[src/rtl/pktmon_pkg.sv]
package pktmon_pkg;
  localparam logic [31:0] ID_VALUE      = 32'h0000_DA03;
  localparam logic [31:0] VERSION_VALUE = 32'h0000_0001;

  localparam int SLOT_ID      = 0;
  localparam int SLOT_VER     = 1;
  localparam int SLOT_FLIP    = 2;
  localparam int SLOT_CNT_IN  = 3;
  localparam int SLOT_CNT_OUT = 4;
  localparam int SLOT_DBG     = 5;
  localparam int SLOT_BE      = 6;
  localparam int NUM_TALLY    = 2;

  function automatic logic [31:0] byte_rev(input logic [31:0] v);
    return {v[7:0], v[15:8], v[23:16], v[31:24]};
  endfunction

  function automatic logic [3:0] strb_rev(input logic [3:0] s);
    return {s[0], s[1], s[2], s[3]};
  endfunction

  function automatic logic [31:0] lane_merge(input logic [31:0] old_v,
                                             input logic [31:0] new_v,
                                             input logic [3:0]  strb);
    logic [31:0] r;
    r = old_v;
    for (int i = 0; i < 4; i++)
      if (strb[i]) r[8*i +: 8] = new_v[8*i +: 8];
    return r;
  endfunction
endpackage

[src/rtl/pkt_counter.sv]
module pkt_counter #(
  parameter int CNT_W = 31
) (
  input  logic        clk,
  input  logic        rst,
  input  logic        clr,
  input  logic        inc,
  output logic [31:0] value
);
  logic [CNT_W-1:0] count_q;
  logic             ovf_q;

  always_ff @(posedge clk) begin
    if (rst || clr) begin
      count_q <= '0;
      ovf_q   <= 1'b0;
    end else if (inc) begin
      count_q <= count_q + 1'b1;
      if (&count_q) ovf_q <= 1'b1;
    end
  end

  generate
    if (CNT_W == 31) begin : g_full
      assign value = {ovf_q, count_q};
    end else begin : g_pad
      assign value = {ovf_q, {(31-CNT_W){1'b0}}, count_q};
    end
  endgenerate


  clr_wins_chk: assert property (@(posedge clk) disable iff (rst)
    clr |=> (count_q == '0 && !ovf_q));

  ovf_sticky_chk: assert property (@(posedge clk) disable iff (rst)
    (ovf_q && !clr) |=> ovf_q);

  ovf_sets_chk: assert property (@(posedge clk) disable iff (rst)
    (!clr && inc && (&count_q)) |=> ovf_q);

  count_idle_chk: assert property (@(posedge clk) disable iff (rst)
    (!clr && !inc) |=> $stable(count_q));
endmodule

[src/rtl/axil_wr_port.sv]
module axil_wr_port #(
  parameter int ADDR_W = 8,
  localparam int IDX_W = ADDR_W - 2
) (
  input  logic              clk,
  input  logic              rst,
  input  logic [ADDR_W-1:0] awaddr,
  input  logic              awvalid,
  output logic              awready,
  input  logic [31:0]       wdata,
  input  logic [3:0]        wstrb,
  input  logic              wvalid,
  output logic              wready,
  output logic              bvalid,
  input  logic              bready,
  output logic              wr_en,
  output logic [IDX_W-1:0]  wr_idx,
  output logic [31:0]       wr_data,
  output logic [3:0]        wr_strb
);
  logic aw_full, w_full;

  assign awready = !aw_full;
  assign wready  = !w_full;
  assign wr_en   = aw_full && w_full && !bvalid;

  always_ff @(posedge clk) begin
    if (rst) begin
      aw_full <= 1'b0;
      w_full  <= 1'b0;
      bvalid  <= 1'b0;
      wr_idx  <= '0;
      wr_data <= '0;
      wr_strb <= '0;
    end else begin
      if (awvalid && !aw_full) begin
        aw_full <= 1'b1;
        wr_idx  <= awaddr[ADDR_W-1:2];
      end
      if (wvalid && !w_full) begin
        w_full  <= 1'b1;
        wr_data <= wdata;
        wr_strb <= wstrb;
      end
      if (wr_en) begin
        aw_full <= 1'b0;
        w_full  <= 1'b0;
        bvalid  <= 1'b1;
      end else if (bvalid && bready) begin
        bvalid  <= 1'b0;
      end
    end
  end


  bvalid_hold_chk: assert property (@(posedge clk) disable iff (rst)
    (bvalid && !bready) |=> bvalid);

  b_after_both_chk: assert property (@(posedge clk) disable iff (rst)
    $rose(bvalid) |-> $past(aw_full && w_full));
endmodule

[src/rtl/axil_rd_port.sv]
module axil_rd_port #(
  parameter int ADDR_W = 8,
  localparam int IDX_W = ADDR_W - 2
) (
  input  logic              clk,
  input  logic              rst,
  input  logic [ADDR_W-1:0] araddr,
  input  logic              arvalid,
  output logic              arready,
  output logic [31:0]       rdata,
  output logic              rvalid,
  input  logic              rready,
  output logic              rd_fire,
  output logic [IDX_W-1:0]  rd_idx,
  input  logic [31:0]       rd_value
);
  assign arready = !rvalid;
  assign rd_fire = arvalid && !rvalid;
  assign rd_idx  = araddr[ADDR_W-1:2];

  always_ff @(posedge clk) begin
    if (rst) begin
      rvalid <= 1'b0;
      rdata  <= '0;
    end else if (rd_fire) begin
      rvalid <= 1'b1;
      rdata  <= rd_value;
    end else if (rready) begin
      rvalid <= 1'b0;
    end
  end


  rvalid_hold_chk: assert property (@(posedge clk) disable iff (rst)
    (rvalid && !rready) |=> (rvalid && $stable(rdata)));
endmodule

[src/rtl/pktmon_regbank.sv]
module pktmon_regbank
  import pktmon_pkg::*;
#(
  parameter int ADDR_W = 8,
  parameter int CNT_W  = 31,
  localparam int IDX_W = ADDR_W - 2
) (
  input  logic              clk,
  input  logic              rst,
  input  logic              sw_reset,
  input  logic              pkt_in_pulse,
  input  logic              pkt_out_pulse,
  input  logic [ADDR_W-1:0] s_awaddr,
  input  logic              s_awvalid,
  output logic              s_awready,
  input  logic [31:0]       s_wdata,
  input  logic [3:0]        s_wstrb,
  input  logic              s_wvalid,
  output logic              s_wready,
  output logic [1:0]        s_bresp,
  output logic              s_bvalid,
  input  logic              s_bready,
  input  logic [ADDR_W-1:0] s_araddr,
  input  logic              s_arvalid,
  output logic              s_arready,
  output logic [31:0]       s_rdata,
  output logic [1:0]        s_rresp,
  output logic              s_rvalid,
  input  logic              s_rready
);
  logic             reg_rst;
  logic             wr_en;
  logic [IDX_W-1:0] wr_idx;
  logic [31:0]      wr_data;
  logic [3:0]       wr_strb;
  logic             rd_fire;
  logic [IDX_W-1:0] rd_idx;
  logic [31:0]      rd_value;
  logic [31:0]      flip_q, dbg_q, be_q;
  logic [NUM_TALLY-1:0] pulse, clr;
  logic [31:0]      tally [NUM_TALLY];

  assign reg_rst = rst || sw_reset;
  assign s_bresp = 2'b00;
  assign s_rresp = 2'b00;

  axil_wr_port #(.ADDR_W(ADDR_W)) u_wr (
    .clk(clk), .rst(rst),
    .awaddr(s_awaddr), .awvalid(s_awvalid), .awready(s_awready),
    .wdata(s_wdata), .wstrb(s_wstrb), .wvalid(s_wvalid), .wready(s_wready),
    .bvalid(s_bvalid), .bready(s_bready),
    .wr_en(wr_en), .wr_idx(wr_idx), .wr_data(wr_data), .wr_strb(wr_strb)
  );

  axil_rd_port #(.ADDR_W(ADDR_W)) u_rd (
    .clk(clk), .rst(rst),
    .araddr(s_araddr), .arvalid(s_arvalid), .arready(s_arready),
    .rdata(s_rdata), .rvalid(s_rvalid), .rready(s_rready),
    .rd_fire(rd_fire), .rd_idx(rd_idx), .rd_value(rd_value)
  );

  assign pulse[0] = pkt_in_pulse;
  assign pulse[1] = pkt_out_pulse;
  assign clr[0]   = rd_fire && (rd_idx == IDX_W'(SLOT_CNT_IN));
  assign clr[1]   = rd_fire && (rd_idx == IDX_W'(SLOT_CNT_OUT));

  for (genvar g = 0; g < NUM_TALLY; g++) begin : g_tally
    pkt_counter #(.CNT_W(CNT_W)) u_cnt (
      .clk(clk), .rst(reg_rst), .clr(clr[g]), .inc(pulse[g]), .value(tally[g])
    );
  end

  always_ff @(posedge clk) begin
    if (reg_rst) begin
      flip_q <= '0;
      dbg_q  <= '0;
      be_q   <= '0;
    end else if (wr_en) begin
      if (wr_idx == IDX_W'(SLOT_FLIP)) flip_q <= lane_merge(flip_q, wr_data, wr_strb);
      if (wr_idx == IDX_W'(SLOT_DBG))  dbg_q  <= lane_merge(dbg_q, wr_data, wr_strb);
      if (wr_idx == IDX_W'(SLOT_BE))
        be_q <= lane_merge(be_q, byte_rev(wr_data), strb_rev(wr_strb));
    end
  end

  always_comb begin
    rd_value = '0;
    if      (rd_idx == IDX_W'(SLOT_ID))      rd_value = ID_VALUE;
    else if (rd_idx == IDX_W'(SLOT_VER))     rd_value = VERSION_VALUE;
    else if (rd_idx == IDX_W'(SLOT_FLIP))    rd_value = ~flip_q;
    else if (rd_idx == IDX_W'(SLOT_CNT_IN))  rd_value = tally[0];
    else if (rd_idx == IDX_W'(SLOT_CNT_OUT)) rd_value = tally[1];
    else if (rd_idx == IDX_W'(SLOT_DBG))     rd_value = dbg_q;
    else if (rd_idx == IDX_W'(SLOT_BE))      rd_value = byte_rev(be_q);
  end


  swreset_chk: assert property (@(posedge clk) disable iff (rst)
    sw_reset |=> (flip_q == '0 && dbg_q == '0 && be_q == '0));

  id_const_chk: assert property (@(posedge clk) disable iff (rst)
    (rd_fire && rd_idx == IDX_W'(SLOT_ID)) |=> (s_rdata == ID_VALUE));
endmodule

[config.mk]
export PLATFORM = sky130hd
export DESIGN_NAME = pktmon_regbank
export DESIGN_NICKNAME = d
export VERILOG_FILES = /design/src/rtl/pktmon_pkg.sv /design/src/rtl/pkt_counter.sv /design/src/rtl/axil_wr_port.sv /design/src/rtl/axil_rd_port.sv /design/src/rtl/pktmon_regbank.sv
export SDC_FILE = /design/constraint.sdc
export NUM_CORES = 1
export LEC_CHECK = 0
export BUFFER_PORTS_ARGS = -buffer_cell sky130_fd_sc_hd__buf_2
export CAP_MARGIN = 20
export CORE_ASPECT_RATIO = 1.4
export CORE_MARGIN = 1
export CORE_UTILIZATION = 60
export DETAILED_ROUTE_END_ITERATION = 16
export PLACE_DENSITY = 0.86
export SETUP_SLACK_MARGIN = 0.02
export SKIP_LAST_GASP = 1
export SYNTH_ARGS = -nofsm -noshare
export SYNTH_HDL_FRONTEND = slang
export SYNTH_SLANG_ARGS = --single-unit
[constraint.sdc]
create_clock -name clk -period 4.6 [get_ports clk]
set_input_delay 0.46 -clock clk [delete_from_list [all_inputs] [get_ports clk]]
set_output_delay 0.46 -clock clk [all_outputs]
set_load 0.01 [all_outputs]
Word-level counts from Yosys, hierarchy flattened:

Cells that the tools add are included.

* register bits: 238
* output and inout port bits: 41
* logic and storage cells: 80

* add/sub/neg operators: 2
* eq/ne operators: 9
* multiplexer cells: 11
* bitwise operators: 1
* reductions and logical operators: 33

Operator list (count)
* $mux W32: 7
* $reduce_and A32 Y1: 2
* $add A31 B1 Y31 const B: 2
* $reduce_and A3 Y1: 12
* $not A32 Y32: 1
* $eq A6 B3 Y1 const B: 5
* $eq A6 B2 Y1 const B: 3
* $logic_and A1 B1 Y1: 8
* $eq A6 B1 Y1 const B: 1
* $logic_not A6 Y1: 1
* $logic_not A1 Y1: 4
* $mux W1: 4
* $reduce_bool A2 Y1: 2
* $logic_or A1 B1 Y1: 3
* $reduce_or A2 Y1: 1

Depth between registers and ports, before layout:

* word-level depth: 8
* gate-level depth with buffers: 7
* mapped depth without buffers: 5

Cells and area by module:

From an unflattened synthesis, not the netlist that was laid out.

* cell total of the unflattened synthesis: 1265
* area, all modules: 11472.3 um2

Modules (own cells, without submodules)
* pktmon_regbank: instances 1, cells an instance 556, area an instance 4824.6 um2, seq. area each 1921.8 um2
* axil_wr_port: instances 1, cells an instance 203, area an instance 2035.7 um2, seq. area each 900.9 um2
* axil_rd_port: instances 1, cells an instance 155, area an instance 1630.3 um2, seq. area each 660.6 um2
* pkt_counter (g_tally[1].u_cnt): instances 1, cells an instance 177, area an instance 1492.7 um2, seq. area each 640.6 um2
* pkt_counter (g_tally[0].u_cnt): instances 1, cells an instance 174, area an instance 1488.9 um2, seq. area each 640.6 um2

Worst setup path before layout:

Ideal clock, no wire load.

* kind: input port to flip-flop
* start point: input port s_araddr[7]
* end point: register u_rd.rdata[24]
* arrival: 1.854 ns
* required time: 4.514 ns
* path slack: 2.661 ns
* stages: 6
* path buffers: 2
* path through: or4_1 > buf_2 > nor3_4 > buf_2 > a221oi_1 > a211oi_1

* longest elaborated chain between the ends: 8
* elaborated cells on any way between the ends: 14
* classes of those cells: eq/ne (6); mux (7); reduce/logical (1)

Ends and longest elaborated chain
* start, declared: line pktmon_regbank.sv:23 `input logic [ADDR_W-1:0] s_araddr,`
* $eq A6 B3 Y1: line pktmon_regbank.sv:94 `else if (rd_idx == IDX_W'(SLOT_BE)) rd_value = byte_rev(be_q);`
* $mux W32: line pktmon_regbank.sv:94
* $mux W32: line pktmon_regbank.sv:93 `else if (rd_idx == IDX_W'(SLOT_DBG)) rd_value = dbg_q;`
* $mux W32: line pktmon_regbank.sv:92 `else if (rd_idx == IDX_W'(SLOT_CNT_OUT)) rd_value = tally[1];`
* $mux W32: line pktmon_regbank.sv:91 `else if (rd_idx == IDX_W'(SLOT_CNT_IN)) rd_value = tally[0];`
* $mux W32: line pktmon_regbank.sv:90 `else if (rd_idx == IDX_W'(SLOT_FLIP)) rd_value = ~flip_q;`
* $mux W32: line pktmon_regbank.sv:89 `else if (rd_idx == IDX_W'(SLOT_VER)) rd_value = VERSION_VALUE;`
* $mux W32 *: line pktmon_regbank.sv:88 `if (rd_idx == IDX_W'(SLOT_ID)) rd_value = ID_VALUE;`
* end signal, assigned: line axil_rd_port.sv:27 `rdata <= rd_value;`
* end, declared: line axil_rd_port.sv:10 `output logic [31:0] rdata,`

Mark *: on every way between the ends. The rest lies on a longest branch, timed or not.
A chain may end at the register's enable or synchronous reset.

Final worst setup path:

* start point: register g_tally[1].u_cnt.count_q[6]
* end point: register g_tally[1].u_cnt.count_q[21]

* longest elaborated chain between the ends: 1

Ends and longest elaborated chain
* start, declared: line pkt_counter.sv:10 `logic [CNT_W-1:0] count_q;`
* start signal, assigned: line pkt_counter.sv:18 `count_q <= count_q + 1'b1;`
* $add A31 B1 Y31: line pkt_counter.sv:18

Every way passes these cells.

==> impl_metrics.env <==
export IMPL_critPathKind="flip-flop to flip-flop"
export IMPL_synth_cell_types=57
export IMPL_io_buffers=94
export IMPL_cts_buffers=22
export IMPL_gp_congestion=0.901
export IMPL_diodes=0
export IMPL_critPathCaptureType="flip-flop"
export IMPL_slew_viol_final=0
export IMPL_num_fill_cells=1372
export IMPL_postSynthCellCount=1195
export IMPL_row_count=57
export IMPL_firstDrtPassIters=6
export IMPL_path_cells="and4_1 > nand4_1 > or4_1 > a21oi_1"
export IMPL_fin_hold_ws_ns=0.182
export IMPL_hp_class="input pin to flip-flop"
export IMPL_grt_max_degree=80
export IMPL_holdBufCountCts=0
export IMPL_async_flop_share_pct=0
export IMPL_fin_tns_setup_ns=0
export IMPL_clkTransAtPathRegs_ns=0.06
export IMPL_cts_tree="done"
export IMPL_start_kind="flip-flop"
export IMPL_synth_flop_cell="dfxtp_1"
export IMPL_pin_count=103
export IMPL_rsz0062_at_grt="false"
export IMPL_synth_ff_latch_count=238
export IMPL_drt_iter0_drc=1040
export IMPL_yosys_warnings=0
export IMPL_coreArea_um2=17400
export IMPL_final_hold_violation_count=0
export IMPL_routedWlPerCell_um=18.8
export IMPL_drive_above_1_share_pct=13.4
export IMPL_grt_ovfl_total=0
export IMPL_power_density_nw_per_um2=347
export IMPL_viasPerCell=6.35
export IMPL_vias=9478
export IMPL_finalSetupViolCount=0
export IMPL_crit_family="simple AND/OR/NAND/NOR gates"
export IMPL_maxSlewHeadroom_pct=26.6
export IMPL_htree_levels=1
export IMPL_cp_max_fo=25
export IMPL_fin_util_pct=68.8
export IMPL_routed_wl_um=28100
export IMPL_maxCapViolations=0
export IMPL_insertion_delay_ns=0.51
export IMPL_grt_pass1_vias=8802
export IMPL_arrival_ns=3.01
export IMPL_avgSynthCellArea_um2=8.95
export IMPL_grt_pass1_wl_um=44700
export IMPL_leakagePower_nw=4.74
export IMPL_slowest_delay_ns=0.80
export IMPL_syn_cell_area_um2=10700
export IMPL_max_freq_ghz=0.389
export IMPL_dp_cells=1453
export IMPL_cts_setup_buffers=0
export IMPL_die_area_um2=18400
export IMPL_die_w_um=115
export IMPL_synth_edf_count=0
export IMPL_drc=0
export IMPL_antenna_found_initial=0
export IMPL_worst_pin_slew_ns=1.10
export IMPL_ys_seq_area_share_pct=44.5
export IMPL_nNetsFinal=1306
export IMPL_start_util_pct=61.5
export IMPL_ant_nets=0
export IMPL_final_cells=1492
export IMPL_cp_slowest_cell="or4_1"
export IMPL_cts_resized_gates=0
export IMPL_min_period_ns=2.57
export IMPL_clockBufferDepth=3
export IMPL_finalClockSkew_ns=0.00975
export IMPL_cts_root_buf="clkbuf_16"
export IMPL_total_power_w=0.00415
export IMPL_vdd_drop_max_mv=0.330
export IMPL_die_y_um=160
export IMPL_dp_hpwl_um=19000
export IMPL_cp_required_ns=5.04
export IMPL_outcome="finished, final reports clean"
export IMPL_cts_sinks=238
export IMPL_critical_path_buf_inv_count=0
export IMPL_track_usage_pct=30.3
export IMPL_period_share_pct=55.9
export IMPL_syn2layout_area_growth_pct=11.9
==> stage by stage <==
step | instance area (um^2) | worst slack, ns
final | 12000 | 2.03
after global routing | 12000 | 1.92
after CTS | 12000 | 1.49
after detailed placement | 11300 | 1.63
after global placement | 11200 | 1.87
after floorplan | 10700 | 2.66
==> layer usage <==
layer	up-vias	track usage (%)	wire length, um
li1	4441	-	-
met1	4483	40.3	11700
met2	468	48.6	13200
met3	86	4.40	2210
met4	0	13.2	993
met5	-	0	0
==> sequential cells by signal, indices dropped and copies added, names as in the netlist, 2 cells and up <==
signal / count
flip_q: 32
be_q: 32
g_tally.u_cnt.count_q: 62
u_rd.rdata: 32
u_wr.wr_data: 32
u_wr.wr_idx: 6
dbg_q: 32
g_tally.u_cnt.ovf_q: 2
u_wr.wr_strb: 4
==> cell families after synthesis <==
| logic type | after synthesis | share of synthesized area [%] |
|---|---|---|
| buffers and inverters | 105 | 4.13 |
| DFF | 238 | 44.5 |
| adders and majority gates | 2 | 0.234 |
| other | 1 | 0.0351 |
| and+or+nand+nor | 452 | 21.2 |
| muxes | 130 | 12.2 |
| AOI/OAI and AO/OA | 242 | 15.6 |
| xor gates and xnor gates | 25 | 2.05 |
==> power by group <==
part / total (W) / internal (W) / leakage (nW) / switching [W]
Clock: 0.00178 / 0.000992 / 0.343 / 0.000784
Combinational: 0.000249 / 0.0000856 / 2.47 / 0.000164
Sequential: 0.00213 / 0.00209 / 1.93 / 0.0000341
==> worst reg2reg max path, stage by stage, from the launching register on <==
cell     delay [ns]
dfxtp_1        0.46
and4_1         0.30
nand4_1        0.77
or4_1          0.81
a21oi_1        0.16
==> cell type report <==
cell class                      count  area [um^2]  area share (%)
Timing Repair Buffer              111          611            5.10
Inverter                           14         52.6           0.439
Multi-Input combinational cell    855         5550            46.4
Clock inverter                      7         40.0           0.335
Tap cell                          236          295            2.47
Clock buffer                       31          656            5.48
Sequential cell                   238         4760            39.8
==> cell usage after synthesis (25+ instances only) <==
master     instances  area [um^2]
a211oi_1          31          233
a21oi_1           81          405
a221oi_1          26          228
a22oi_1           31          233
clkbuf_1          63          236
dfxtp_1          238         4760
mux2i_1          130         1300
nand2_1          124          465
nand3_1           46          230
nand4_1           30          188
nor2_1           137          514
o2bb2ai_1         25          219
o31ai_1           27          203
or4_1             30          225
==> worst paths after layout <==
check	start	to	slack (ns)	cells past startpoint
setup reg to reg	g_tally[1].u_cnt.count_q[6]	g_tally[1].u_cnt.count_q[21]	2.03	4
hold / removal	s_awaddr[6]	u_wr.wr_idx[4]	0.18	3
setup / recovery	g_tally[1].u_cnt.count_q[6]	g_tally[1].u_cnt.count_q[21]	2.03	4
hold reg to reg	g_tally[1].u_cnt.ovf_q	g_tally[1].u_cnt.ovf_q	0.47	1
==> placed cells by master, fill, tap and decap left out, types with 3 or more instances in the layout <==
cell type and count:
xnor2_1 13, clkbuf_16 23, xor2_1 12, a221oi_1 26
buf_4 14, nand3_1 46, buf_2 94, nand2b_1 4
nor4_1 6, dfxtp_1 238, nand3b_1 12, and4_1 7
a22oi_1 31, o2bb2ai_1 25, a21oi_1 80, clkinv_2 5
nand4_1 30, and3_1 7, inv_1 14, clkbuf_8 5
o21ai_0 6, nor3_1 8, or4_1 30, clkbuf_1 3
conb_1 4, or2_2 4, o31ai_1 26, mux2i_1 130
nor2_1 137, or3_1 11, nor2b_1 5, a211oi_1 31
o221ai_1 6, nand2_1 124
Note: power is estimated with default switching activity, not from simulation.
